===== src/rtl/lcode_pkg.sv =====
package lcode_pkg;

    localparam int unsigned CODE_MAX = 8;
    localparam int unsigned LEN_W    = 4;

    typedef struct packed {
        logic [LEN_W-1:0]    len;
        logic [CODE_MAX-1:0] pat;
    } lcode_t;

    typedef enum logic [1:0] {TX_PASS, TX_UP, TX_DN} tx_state_e;
    typedef enum logic       {DET_SEARCH, DET_FOUND} det_state_e;

    localparam lcode_t LC_UP_DEFAULT = '{len: 4'd5, pat: 8'b0000_0001};
    localparam lcode_t LC_DN_DEFAULT = '{len: 4'd3, pat: 8'b0000_0001};

    // clamp a programmed length into the legal 2..CODE_MAX range
    function automatic lcode_t lc_resolve(input logic [LEN_W-1:0] len,
                                          input logic [CODE_MAX-1:0] pat);
        lcode_t c;
        c.pat = pat;
        if (len < 4'd2)
            c.len = 4'd2;
        else if (len > LEN_W'(CODE_MAX))
            c.len = LEN_W'(CODE_MAX);
        else
            c.len = len;
        return c;
    endfunction

    // bit number idx of the code in send order (pattern MSB of the used part first)
    function automatic logic lc_bit(input lcode_t c, input logic [LEN_W-1:0] idx);
        logic [LEN_W-1:0] k;
        k = c.len - 4'd1 - idx;
        return c.pat[k[2:0]];
    endfunction

endpackage


===== src/rtl/lcode_phase.sv =====
module lcode_phase #(
    parameter int unsigned THRESH = 20
) (
    input  logic clk,
    input  logic rst_n,
    input  logic restart,
    input  logic chk,
    input  logic win_end,
    input  logic active,
    input  logic miss,
    output logic hit
);
    localparam int unsigned CNT_W = $clog2(THRESH + 2);
    localparam logic [CNT_W:0] LIMIT = (CNT_W+1)'(THRESH);
    localparam logic [CNT_W:0] SAT   = (CNT_W+1)'(THRESH + 1);

    logic [CNT_W-1:0] cnt;
    logic [CNT_W:0]   sum;

    assign sum = {1'b0, cnt} + {{CNT_W{1'b0}}, miss};
    assign hit = active && (sum <= LIMIT);

    always_ff @(posedge clk or negedge rst_n) begin
        if (!rst_n)
            cnt <= '0;
        else if (restart)
            cnt <= '0;
        else if (chk) begin
            if (win_end)
                cnt <= '0;
            else if (sum > SAT)
                cnt <= SAT[CNT_W-1:0];
            else
                cnt <= sum[CNT_W-1:0];
        end
    end

endmodule


===== src/rtl/lcode_tx.sv =====
module lcode_tx
    import lcode_pkg::*;
(
    input  logic   clk,
    input  logic   rst_n,
    input  logic   framed,
    input  lcode_t up_code,
    input  lcode_t dn_code,
    input  logic   send_up,
    input  logic   send_dn,
    input  logic   in_bit,
    input  logic   in_valid,
    input  logic   in_fbit,
    output logic   out_bit,
    output logic   out_valid
);
    tx_state_e        st, st_nx;
    lcode_t           cur;
    lcode_t           up_q, dn_q;
    logic             cfg_chg, restart, coded, take;
    logic [LEN_W-1:0] ptr, ptr_eff, ptr_inc, ptr_nx;

    always_comb begin
        if (send_up)
            st_nx = TX_UP;
        else if (send_dn)
            st_nx = TX_DN;
        else
            st_nx = TX_PASS;
    end

    always_comb begin
        unique case (st_nx)
            TX_UP:   cur = up_code;
            TX_DN:   cur = dn_code;
            default: cur = up_code;
        endcase
    end

    assign cfg_chg = (up_code != up_q) || (dn_code != dn_q);
    assign restart = cfg_chg || (st_nx != st);
    assign ptr_eff = restart ? '0 : ptr;
    assign coded   = (st_nx != TX_PASS) && !(framed && in_fbit);
    assign take    = in_valid && coded;
    assign ptr_inc = ptr_eff + 4'd1;
    assign ptr_nx  = take ? ((ptr_inc >= cur.len) ? '0 : ptr_inc) : ptr_eff;

    // state register
    always_ff @(posedge clk or negedge rst_n) begin
        if (!rst_n)
            st <= TX_PASS;
        else
            st <= st_nx;
    end

    // pointer, configuration copy and outputs
    always_ff @(posedge clk or negedge rst_n) begin
        if (!rst_n) begin
            ptr       <= '0;
            up_q      <= LC_UP_DEFAULT;
            dn_q      <= LC_DN_DEFAULT;
            out_bit   <= 1'b0;
            out_valid <= 1'b0;
        end else begin
            ptr       <= ptr_nx;
            up_q      <= up_code;
            dn_q      <= dn_code;
            out_bit   <= coded ? lc_bit(cur, ptr_eff) : in_bit;
            out_valid <= in_valid;
        end
    end

endmodule


===== src/rtl/lcode_det.sv =====
module lcode_det
    import lcode_pkg::*;
#(
    parameter int unsigned WINDOW = 2048,
    parameter int unsigned THRESH = 20
) (
    input  logic   clk,
    input  logic   rst_n,
    input  logic   framed,
    input  lcode_t code,
    input  logic   bit_in,
    input  logic   valid,
    input  logic   fbit,
    input  logic   irq_clr,
    output logic   det,
    output logic   irq
);
    localparam int unsigned WIN_W = $clog2(WINDOW);

    det_state_e       st, st_nx;
    lcode_t           code_q;
    logic             cfg_chg, chk, win_end, win_done, any_hit;
    logic [WIN_W-1:0] wcnt;
    logic [LEN_W-1:0] pos;
    logic [CODE_MAX-1:0] hit;

    assign cfg_chg  = (code != code_q);
    assign chk      = valid && !(framed && fbit);
    assign win_end  = (wcnt == WIN_W'(WINDOW - 1));
    assign win_done = chk && !cfg_chg && win_end;
    assign any_hit  = |hit;

    generate
        for (genvar p = 0; p < CODE_MAX; p++) begin : g_ph
            logic [LEN_W:0]   sum_w;
            logic [LEN_W-1:0] idx_w;
            logic             exp_w;
            always_comb begin
                sum_w = {1'b0, pos} + (LEN_W+1)'(p);
                if (sum_w >= {1'b0, code.len})
                    idx_w = LEN_W'(sum_w - {1'b0, code.len});
                else
                    idx_w = sum_w[LEN_W-1:0];
                exp_w = lc_bit(code, idx_w);
            end
            lcode_phase #(.THRESH(THRESH)) u_ph (
                .clk     (clk),
                .rst_n   (rst_n),
                .restart (cfg_chg),
                .chk     (chk),
                .win_end (win_end),
                .active  (LEN_W'(p) < code.len),
                .miss    (bit_in ^ exp_w),
                .hit     (hit[p])
            );
        end
    endgenerate

    // position in code and window counter
    always_ff @(posedge clk or negedge rst_n) begin
        if (!rst_n) begin
            code_q <= '0;
            pos    <= '0;
            wcnt   <= '0;
        end else begin
            code_q <= code;
            if (cfg_chg) begin
                pos  <= '0;
                wcnt <= '0;
            end else if (chk) begin
                pos  <= (pos + 4'd1 >= code.len) ? '0 : pos + 4'd1;
                wcnt <= win_end ? '0 : wcnt + 1'b1;
            end
        end
    end

    always_comb begin
        st_nx = st;
        unique case (st)
            DET_SEARCH: if (win_done && any_hit)  st_nx = DET_FOUND;
            DET_FOUND:  if (win_done && !any_hit) st_nx = DET_SEARCH;
        endcase
    end

    // state register
    always_ff @(posedge clk or negedge rst_n) begin
        if (!rst_n)
            st <= DET_SEARCH;
        else
            st <= st_nx;
    end

    // outputs
    always_ff @(posedge clk or negedge rst_n) begin
        if (!rst_n)
            irq <= 1'b0;
        else if (st == DET_SEARCH && st_nx == DET_FOUND)
            irq <= 1'b1;
        else if (irq_clr)
            irq <= 1'b0;
    end

    assign det = (st == DET_FOUND);

endmodule


===== src/rtl/lcode_top.sv =====
module lcode_top
    import lcode_pkg::*;
#(
    parameter int unsigned WINDOW = 2048,
    parameter int unsigned THRESH = 20
) (
    input  logic       clk,
    input  logic       rst_n,
    input  logic       cfg_framed,
    input  logic       cfg_flex,
    input  logic [3:0] cfg_up_len,
    input  logic [7:0] cfg_up_pat,
    input  logic [3:0] cfg_dn_len,
    input  logic [7:0] cfg_dn_pat,
    input  logic       tx_send_up,
    input  logic       tx_send_dn,
    input  logic       tx_in_bit,
    input  logic       tx_in_valid,
    input  logic       tx_in_fbit,
    output logic       tx_out_bit,
    output logic       tx_out_valid,
    input  logic       rx_bit,
    input  logic       rx_valid,
    input  logic       rx_fbit,
    output logic       up_det,
    output logic       dn_det,
    output logic       up_irq,
    output logic       dn_irq,
    input  logic       irq_clr_up,
    input  logic       irq_clr_dn
);
    lcode_t up_code, dn_code;

    assign up_code = cfg_flex ? lc_resolve(cfg_up_len, cfg_up_pat) : LC_UP_DEFAULT;
    assign dn_code = cfg_flex ? lc_resolve(cfg_dn_len, cfg_dn_pat) : LC_DN_DEFAULT;

    lcode_tx u_tx (
        .clk       (clk),
        .rst_n     (rst_n),
        .framed    (cfg_framed),
        .up_code   (up_code),
        .dn_code   (dn_code),
        .send_up   (tx_send_up),
        .send_dn   (tx_send_dn),
        .in_bit    (tx_in_bit),
        .in_valid  (tx_in_valid),
        .in_fbit   (tx_in_fbit),
        .out_bit   (tx_out_bit),
        .out_valid (tx_out_valid)
    );

    lcode_det #(.WINDOW(WINDOW), .THRESH(THRESH)) u_det_up (
        .clk     (clk),
        .rst_n   (rst_n),
        .framed  (cfg_framed),
        .code    (up_code),
        .bit_in  (rx_bit),
        .valid   (rx_valid),
        .fbit    (rx_fbit),
        .irq_clr (irq_clr_up),
        .det     (up_det),
        .irq     (up_irq)
    );

    lcode_det #(.WINDOW(WINDOW), .THRESH(THRESH)) u_det_dn (
        .clk     (clk),
        .rst_n   (rst_n),
        .framed  (cfg_framed),
        .code    (dn_code),
        .bit_in  (rx_bit),
        .valid   (rx_valid),
        .fbit    (rx_fbit),
        .irq_clr (irq_clr_dn),
        .det     (dn_det),
        .irq     (dn_irq)
    );

endmodule


===== config.mk =====
export PLATFORM = sky130hd
export DESIGN_NAME = lcode_top
export DESIGN_NICKNAME = d
export VERILOG_FILES = /design/src/rtl/lcode_pkg.sv /design/src/rtl/lcode_phase.sv /design/src/rtl/lcode_tx.sv /design/src/rtl/lcode_det.sv /design/src/rtl/lcode_top.sv
export SDC_FILE = /design/constraint.sdc
export NUM_CORES = 1
export LEC_CHECK = 0
export BUFFER_PORTS_ARGS = -buffer_cell sky130_fd_sc_hd__buf_4
export CAP_MARGIN = 20
export CORE_MARGIN = 1.5
export CORE_UTILIZATION = 58
export DETAILED_ROUTE_END_ITERATION = 12
export GPL_TIMING_DRIVEN = 0
export PLACE_DENSITY = 0.75
export SLEW_MARGIN = 25
export SYNTH_ARGS = -nofsm -noshare
export SYNTH_HDL_FRONTEND = slang
export SYNTH_SLANG_ARGS = --single-unit

===== constraint.sdc =====
create_clock -name clk -period 13.5 [get_ports clk]
set_input_delay 0.675 -clock clk [delete_from_list [all_inputs] [get_ports clk]]
set_output_delay 0.675 -clock clk [all_outputs]
set_load 0.1 [all_outputs]

==> results of run 1 <==
[how the worst max path moves through the flow]
stage / to / slack (ps) / depth (start not counted)
2_1_floorplan: u_det_dn.irq / 7440 / 27
3_3_place_gp: u_det_up.irq / 5780 / 28
3_5_place_dp: u_det_up.irq / 5960 / 26
4_1_cts: u_det_up.irq / 6390 / 26
5_1_grt: u_det_dn.det / 6120 / 28
6_report: u_det_dn.det / 6600 / 27
[layout make-up]
type,instances,area [sq um],share of cell area [%]
Multi-Input combinational cell,1267,9390,61.6
Sequential cell,152,3810,25.0
Clock buffer,21,460,3.02
Tap cell,319,399,2.62
Inverter,98,368,2.41
Timing Repair Buffer,43,354,2.32
Buffer,85,349,2.29
Clock inverter,11,115,0.755
[critical path, delay by kind of cell, from the launching register on]
family                     cells  cell delay [ps]
adders and majority gates      7             2060
AOI/OAI and AO/OA              8             1350
buffers and inverters          4             1060
xor gates and xnor gates       4              760
and+or+nand+nor                3              670
DFF                            1              510
muxes                          1              340
[logic make-up (layout without fill, tap and decap cells)]
logic type | count (synthesis) | in the layout | share of synthesized area [%]
simple gates | 466 | 466 | 15.9
compound gates | 457 | 457 | 20.4
buf+inv | 183 | 258 | 5.16
flops | 152 | 152 | 27.4
fa+ha+maj | 146 | 146 | 14.6
xor+xnor | 120 | 120 | 7.61
mux | 78 | 78 | 8.89
[stage by stage]
step	utilization (%)	power, mW
finish	65.0	1.30
global route	65.0	1.36
CTS	65.0	1.31
detailed placement	62.5	0.831
global placement	62.3	0.817
floorplan	-	0.736
[synthesized netlist by cell type (5+ instances only)]
cell	n	share of area [%]
buf_2	20	0.72
nor3_1	25	0.90
dfrtp_1	146	26
a21oi_1	109	3.9
o22ai_1	11	0.49
a22oi_1	8	0.43
nand3_1	47	1.7
a22o_1	17	1.1
dfstp_2	6	1.1
mux4_2	36	5.8
nand4_1	14	0.63
and2_0	7	0.31
clkbuf_1	61	1.6
and3_1	13	0.58
fa_1	27	3.9
and2_1	7	0.31
o211ai_1	6	0.32
o21ai_1	7	0.25
o21a_1	9	0.49
a211oi_1	10	0.54
xnor2_1	56	3.5
xor2_1	63	4.0
mux2i_1	38	2.7
ha_1	118	11
a32oi_1	5	0.31
nand2_1	160	4.3
o21ai_0	149	5.4
o21bai_1	7	0.38
nor2b_1	9	0.40
nand2b_1	22	0.99
a211o_1	7	0.44
inv_1	97	2.6
a31oi_1	23	1.0
o31ai_1	21	1.1
a21o_1	25	1.3
nor2_1	121	3.3
a32o_1	14	1.0
[power breakdown]
part / switching [mW] / internal (mW)
clock: 0.207 / 0.268
combinational: 0.200 / 0.162
sequential: 0.00385 / 0.463
total: 0.410 / 0.892
[routing by layer]
layer	wire length, um	part of all wire, %	up-vias
met3	2390	6.6	54
li1	-	-	5893
met5	0	0	-
met1	16000	44	6088
met4	845	2.3	0
met2	17100	47	426
[state kept, by name, indices dropped and copies added (netlist names), 2 cells and up]
name and count:
u_tx.st 2, u_det_up.g_ph.u_ph.cnt 40, u_tx.dn_q 3, u_det_up.wcnt 11, u_det_dn.g_ph.u_ph.cnt 40, u_det_up.pos 4
u_det_dn.wcnt 11, u_tx.up_q 3, u_tx.ptr 4, u_det_up.code_q 12, u_det_dn.pos 4, u_det_dn.code_q 12
==> summary.txt, run 1 <==
Floorplan
  • Die Outline Area: 24,900 sq um
  • Count of standard-cell rows: 56
  • Die height: 158 um
  • Core region area: 23,500 sq um
  • Initial core utilization: 59.2%
  • Width of the die: between 150 and 200 um
  • I/O pin count: 44

Cells and area
  • Synth-to-Final Area Change: 9.66%
  • Cell area after layout: about 15,000 sq um
  • Final antenna diode count: 0
  • Most common cell after layout, fill and taps aside: nand2_1
  • Fraction of layout cells with a size suffix above 1: about a tenth
  • Final Instance Count excl. Fillers: 1,996
  • Nets@finish: 1,847
  • Most frequent cells in the layout: 160 x nand2_1, 149 x o21ai_0, 146 x dfrtp_1, 121 x nor2_1, 118 x ha_1
  • Fill cell count: 1,896

GRT
  • Global-route congestion overflow total: 0
  • Global routing met2 resource utilization: 48.9%
  • Global-route met3 utilization: 4.68%
  • Global-route wire length before repair: 59,100 um
  • Global routing usage on met1: 41.7%
  • Vias in the first global route: 11,800
  • GR Util All Layers: 30.3%
  • Most Used Layer, Global Route: met2
  • Largest net degree at the start of global routing: 89
  • Antenna violations before repair: 0

Clock network
  • Clock Path Buffers: 2
  • Clock root buffer: clkbuf_16
  • Setup fix buffers added after clock tree synthesis: 0
  • Number of gates resized after CTS: 0
  • Number of levels in the clock H-tree: 4
  • Cts-stage hold buffer count: 0
  • Number of buffers inserted during clock tree synthesis: 17
  • CTS clock-pin slew for the worst setup and hold paths: 70 ps
  • Worst skew pair latency: 430 ps
  • Clock Sink Count: 152
  • CTS tree: done

Routing
  • Detailed Routing Iterations Pass 1: 5
  • Total wirelength of the detailed-routed design: 36,400 um
  • Antenna Violating Nets Remaining: 0
  • Via Count: between 10,000 and 15,000
  • DR vias/cell: 6.24
  • DRC errors left: 0
  • Drt initial violations: between 900 and 1,000
  • Routed len/inst: 18.2 um

Logic synthesis
  • Netlist cell types: 76
  • Net count of the mapped netlist: 1,785
  • YS warnings: 0
  • Number of synthesized flops with an enable pin: 0
  • Primary flip-flop cell chosen by synthesis mapping: dfrtp_1
  • FF+latch count, synth: 152
  • Synthesized area divided by synthesized cell count: 8.68 sq um
  • Post-Synthesis Cells: 1,602
  • Cell area after synthesis: roughly 14,000 sq um
  • Share of flip-flops with an asynchronous set or reset after synthesis: 100%
  • Post-synthesis sequential area ratio: 27.4%

Run
  • # Max-Cap Violations: 0

STA
  • RSZ-0062 raised after global routing: false
  • Setup Skew: 12.9 ps
  • Number of hold-slack violations in the final timing report: 0
  • Final period demand of the worst path: 6900 ps
  • Hold_ws: 164 ps
  • Final setup margin: 6600 ps
  • Fraction of the cycle the final worst path needs: 51.1%
  • Transition at the pin with the smallest max-transition slack: 885 ps
  • Max-slew headroom: around two fifths
  • Slew Limit Fails: 0
  • Setup Viol. Count Final: 0
  • Setup TNS Final: 0 ps
  • FMAX: 145 MHz

Power and ir drop
  • Power density normalized to cell area: 85.4 nW/um^2
  • Lkg Pwr: 6.90 nW
  • Max VDD drop: slightly below 0.00007 V

Setup path
  • Startpoint of the most critical register-to-register path: u_det_dn.pos[1]
  • Critical path launch point: u_det_dn.pos[1]
  • Startpoint-to-endpoint class of the critical path: flip-flop to flip-flop
  • Worst endpoint required time: 13,790 ps
  • CP Max Fanout: 10
  • Most prevalent standard cell on the critical path: ha_1
  • Crit path max-delay cell type: nor4_1
  • Reg-to-reg setup timing slack: 6600 ps
  • Length in cells of the worst reg-to-reg path: 27
  • CP endpoint kind: flip-flop
  • Startpoint type of the worst setup path: flip-flop
  • Arrival time reported for the critical path endpoint: ~7200 ps
  • Reg-to-reg endpoint: u_det_dn.det
  • Max stage delay on crit path: 550 ps

Placement
  • # port buffers: 41
  • Weighted congestion at the end of routability-driven global placement: roughly 0.91
  • Hpwl dp: ~27,000 um
  • Cell area reported after detailed placement: 14,700 sq um
  • Cell total after placement: 1,964
  • Worst setup timing slack at the placement stage: about 6000 ps

Run status
  • Status: finished clean

Min path
  • Kind of path behind the tightest hold check: input port to asynchronous set/reset pin
Note: power is estimated with default switching activity, not from simulation.
==> run 2: changes to the inputs <==
clock period = 6.4 ns   (was 13.5 ns; I/O delays follow)
==> summary.txt, run 2 (same netlist as run 1, synthesis figures left out) <==
Run status
  • Status: finished clean

Floorplan
  • Die Outline Area: 24,900 sq um
  • Core region area: 23,500 sq um
  • Width of the die: 158 um
  • I/O pin count: 44
  • Count of standard-cell rows: 56
  • Die height: between 150 and 200 um
  • Initial core utilization: 59.2%

Setup path
  • Worst endpoint required time: 6740 ps
  • CP Max Fanout: 10
  • Max stage delay on crit path: 620 ps
  • Critical path launch point: u_det_up.pos[1]
  • Startpoint of the most critical register-to-register path: u_det_up.pos[1]
  • Sequence of cells on the critical path: inv_1, ha_1, inv_1, ha_1, a21o_1, a21oi_1, o21ai_1, nand2_1, o21ai_0, ha_1, fa_1, mux4_2, mux2i_1, xor2_1, ha_1, ha_1, or4b_2, o22ai_1, nand2_1, a31oi_1, nor3_2, o31ai_1
  • Startpoint-to-endpoint class of the critical path: flip-flop to flip-flop
  • Most prevalent standard cell on the critical path: ha_1
  • Arrival time reported for the critical path endpoint: 6510 ps
  • Buf+Inv Stages, Crit Path: 2
  • CP endpoint kind: flip-flop
  • Startpoint type of the worst setup path: flip-flop
  • Length in cells of the worst reg-to-reg path: 22
  • Worst path depth: 22
  • Crit path max-delay cell type: or4b_2
  • Top Family by Delay on Critical Path: adder cells

Placement
  • Worst setup timing slack at the placement stage: -787 ps
  • Hpwl dp: 26,600 um
  • # port buffers: 41
  • Weighted congestion at the end of routability-driven global placement: 0.909
  • Cell total after placement: 1,964
  • Cell area reported after detailed placement: 14,700 sq um

Routing
  • Drt initial violations: just over 900
  • DR vias/cell: 6.28
  • Antenna Violating Nets Remaining: 0
  • DRC errors left: 0
  • Total wirelength of the detailed-routed design: 36,400 um
  • Routed len/inst: approximately 18 um
  • Via Count: roughly 13,000
  • Detailed Routing Iterations Pass 1: 8

GRT
  • Global-route congestion overflow total: 0
  • Vias in the first global route: ~12,000
  • Global-route wire length before repair: 59,100 um
  • Largest net degree at the start of global routing: 89
  • GR Util All Layers: 30.3%
  • Antenna violations before repair: 0

Cells and area
  • Cell area after layout: roughly 15,000 sq um
  • Synth-to-Final Area Change: 10.6%
  • Most frequent cells in the layout: 158 x nand2_1, 145 x o21ai_0, 144 x dfrtp_1, 121 x nor2_1, 114 x ha_1
  • Nets@finish: between 1,500 and 2,000
  • Final Instance Count excl. Fillers: ~2,000
  • Most common cell after layout, fill and taps aside: nand2_1
  • Leading registers by flop count: u_det_dn.g_ph.u_ph.cnt x40, u_det_up.g_ph.u_ph.cnt x40
  • Final antenna diode count: 0
  • Fraction of layout cells with a size suffix above 1: between 10% and 20%

Power and ir drop
  • Power density normalized to cell area: 179 nW/um^2
  • Max VDD drop: ~0.00014 V
  • Lkg Pwr: between 6 and 7 nW
  • Post-layout total power: 2.76 mW

Clock network
  • Clock Path Buffers: 2
  • CTS clock-pin slew for the worst setup and hold paths: ~70 ps
  • Number of levels in the clock H-tree: 4
  • Clock root buffer: clkbuf_16
  • CTS tree: done
  • Number of buffers inserted during clock tree synthesis: 17
  • Setup fix buffers added after clock tree synthesis: 0
  • Clock Sink Count: 152
  • Worst skew pair latency: 430 ps

STA
  • Hold_ws: 28.1 ps
  • Transition at the pin with the smallest max-transition slack: 737 ps
  • FMAX: roughly 160 MHz
  • Final setup margin: 227 ps
  • RSZ-0062 raised after global routing: false
  • Setup Skew: 11.9 ps
  • Max-slew headroom: between 50% and 60%
  • Number of hold-slack violations in the final timing report: 0
  • Setup Viol. Count Final: 0
  • Fraction of the cycle the final worst path needs: about 96%
  • Slew Limit Fails: 0
  • Final period demand of the worst path: 6170 ps

Min path
  • Hold wc startpoint: tx_send_up
  • Hold-critical path depth: 1
  • Kind of path behind the tightest hold check: input port to flip-flop

Run
  • # Max-Cap Violations: 0
[run 2: cell types whose count changed in the layout (fill, tap and decap cells not counted), sizes merged]
cell and delta:
clkbuf -6, clkinvlp +1, dlygate4sd3 +2, buf +1
inv -1
[run 2: report_power, final]
group          total (mW)  internal [mW]  switching (mW)
Combinational       0.774          0.347           0.427
Clock                1.00          0.564           0.436
Sequential          0.984          0.976         0.00826
[run 2: worst reg2reg max path: stages, from the launching register on]
cell and delay, ps:
dfrtp_2 500, inv_1 230, ha_1 520, inv_1 140, ha_1 290, a21o_1 170, a21oi_1 150, o21ai_1 140
nand2_1 100, o21ai_0 80, ha_1 220, fa_1 520, mux4_2 300, mux2i_1 300, xor2_1 320, ha_1 260
ha_1 280, or4b_2 620, o22ai_1 240, nand2_1 90, a31oi_1 270, nor3_2 120, o31ai_1 210
[run 2: final cells by class]
type | instances | area [sq um]
tap | 319 | 399
sequential | 152 | 3810
multi-input combinational | 1267 | 9510
clock buffer | 21 | 460
buffer | 80 | 339
timing repair buffer | 45 | 374
fill | 1878 | 8090
clock inverter | 11 | 115
inverter | 98 | 372
[run 2: stage by stage]
step,utilization (%),TNS [ps]
global placement,62.3,-10850
finish,65.5,0
global route,65.5,0
CTS,65.1,0
floorplan,-,0
detailed placement,62.5,-6020
[run 2: layer usage]
layer  GRT usage (%)  up-vias  wire length (um)
met5               0        -                 0
met3            4.68       61              2440
li1                -     5887                 -
met2            48.9      464             17100
met1            41.6     6108             16000
met4            10.1        0               882
[run 2: final timing paths]
kind | end | slack (ps)
max in group asynchronous | u_det_up.pos[1] | 5140
worst min register to register | u_det_up.g_ph[1].u_ph.cnt[0] | 480
min in group asynchronous | u_det_dn.g_ph[2].u_ph.cnt[2] | 410
worst max-delay path | u_det_up.det | 230
worst max register to register | u_det_up.det | 230
worst min-delay path | u_tx.st[0] | 30
[run 2: what timing repair did]
action | CTS | global route
pin swaps | 0 | 1
hold buffers | 2 | 0
setup endpoints to repair | 5 | 9
endpoints found under the hold margin | 59 | 0
resized for setup | 6 | 35
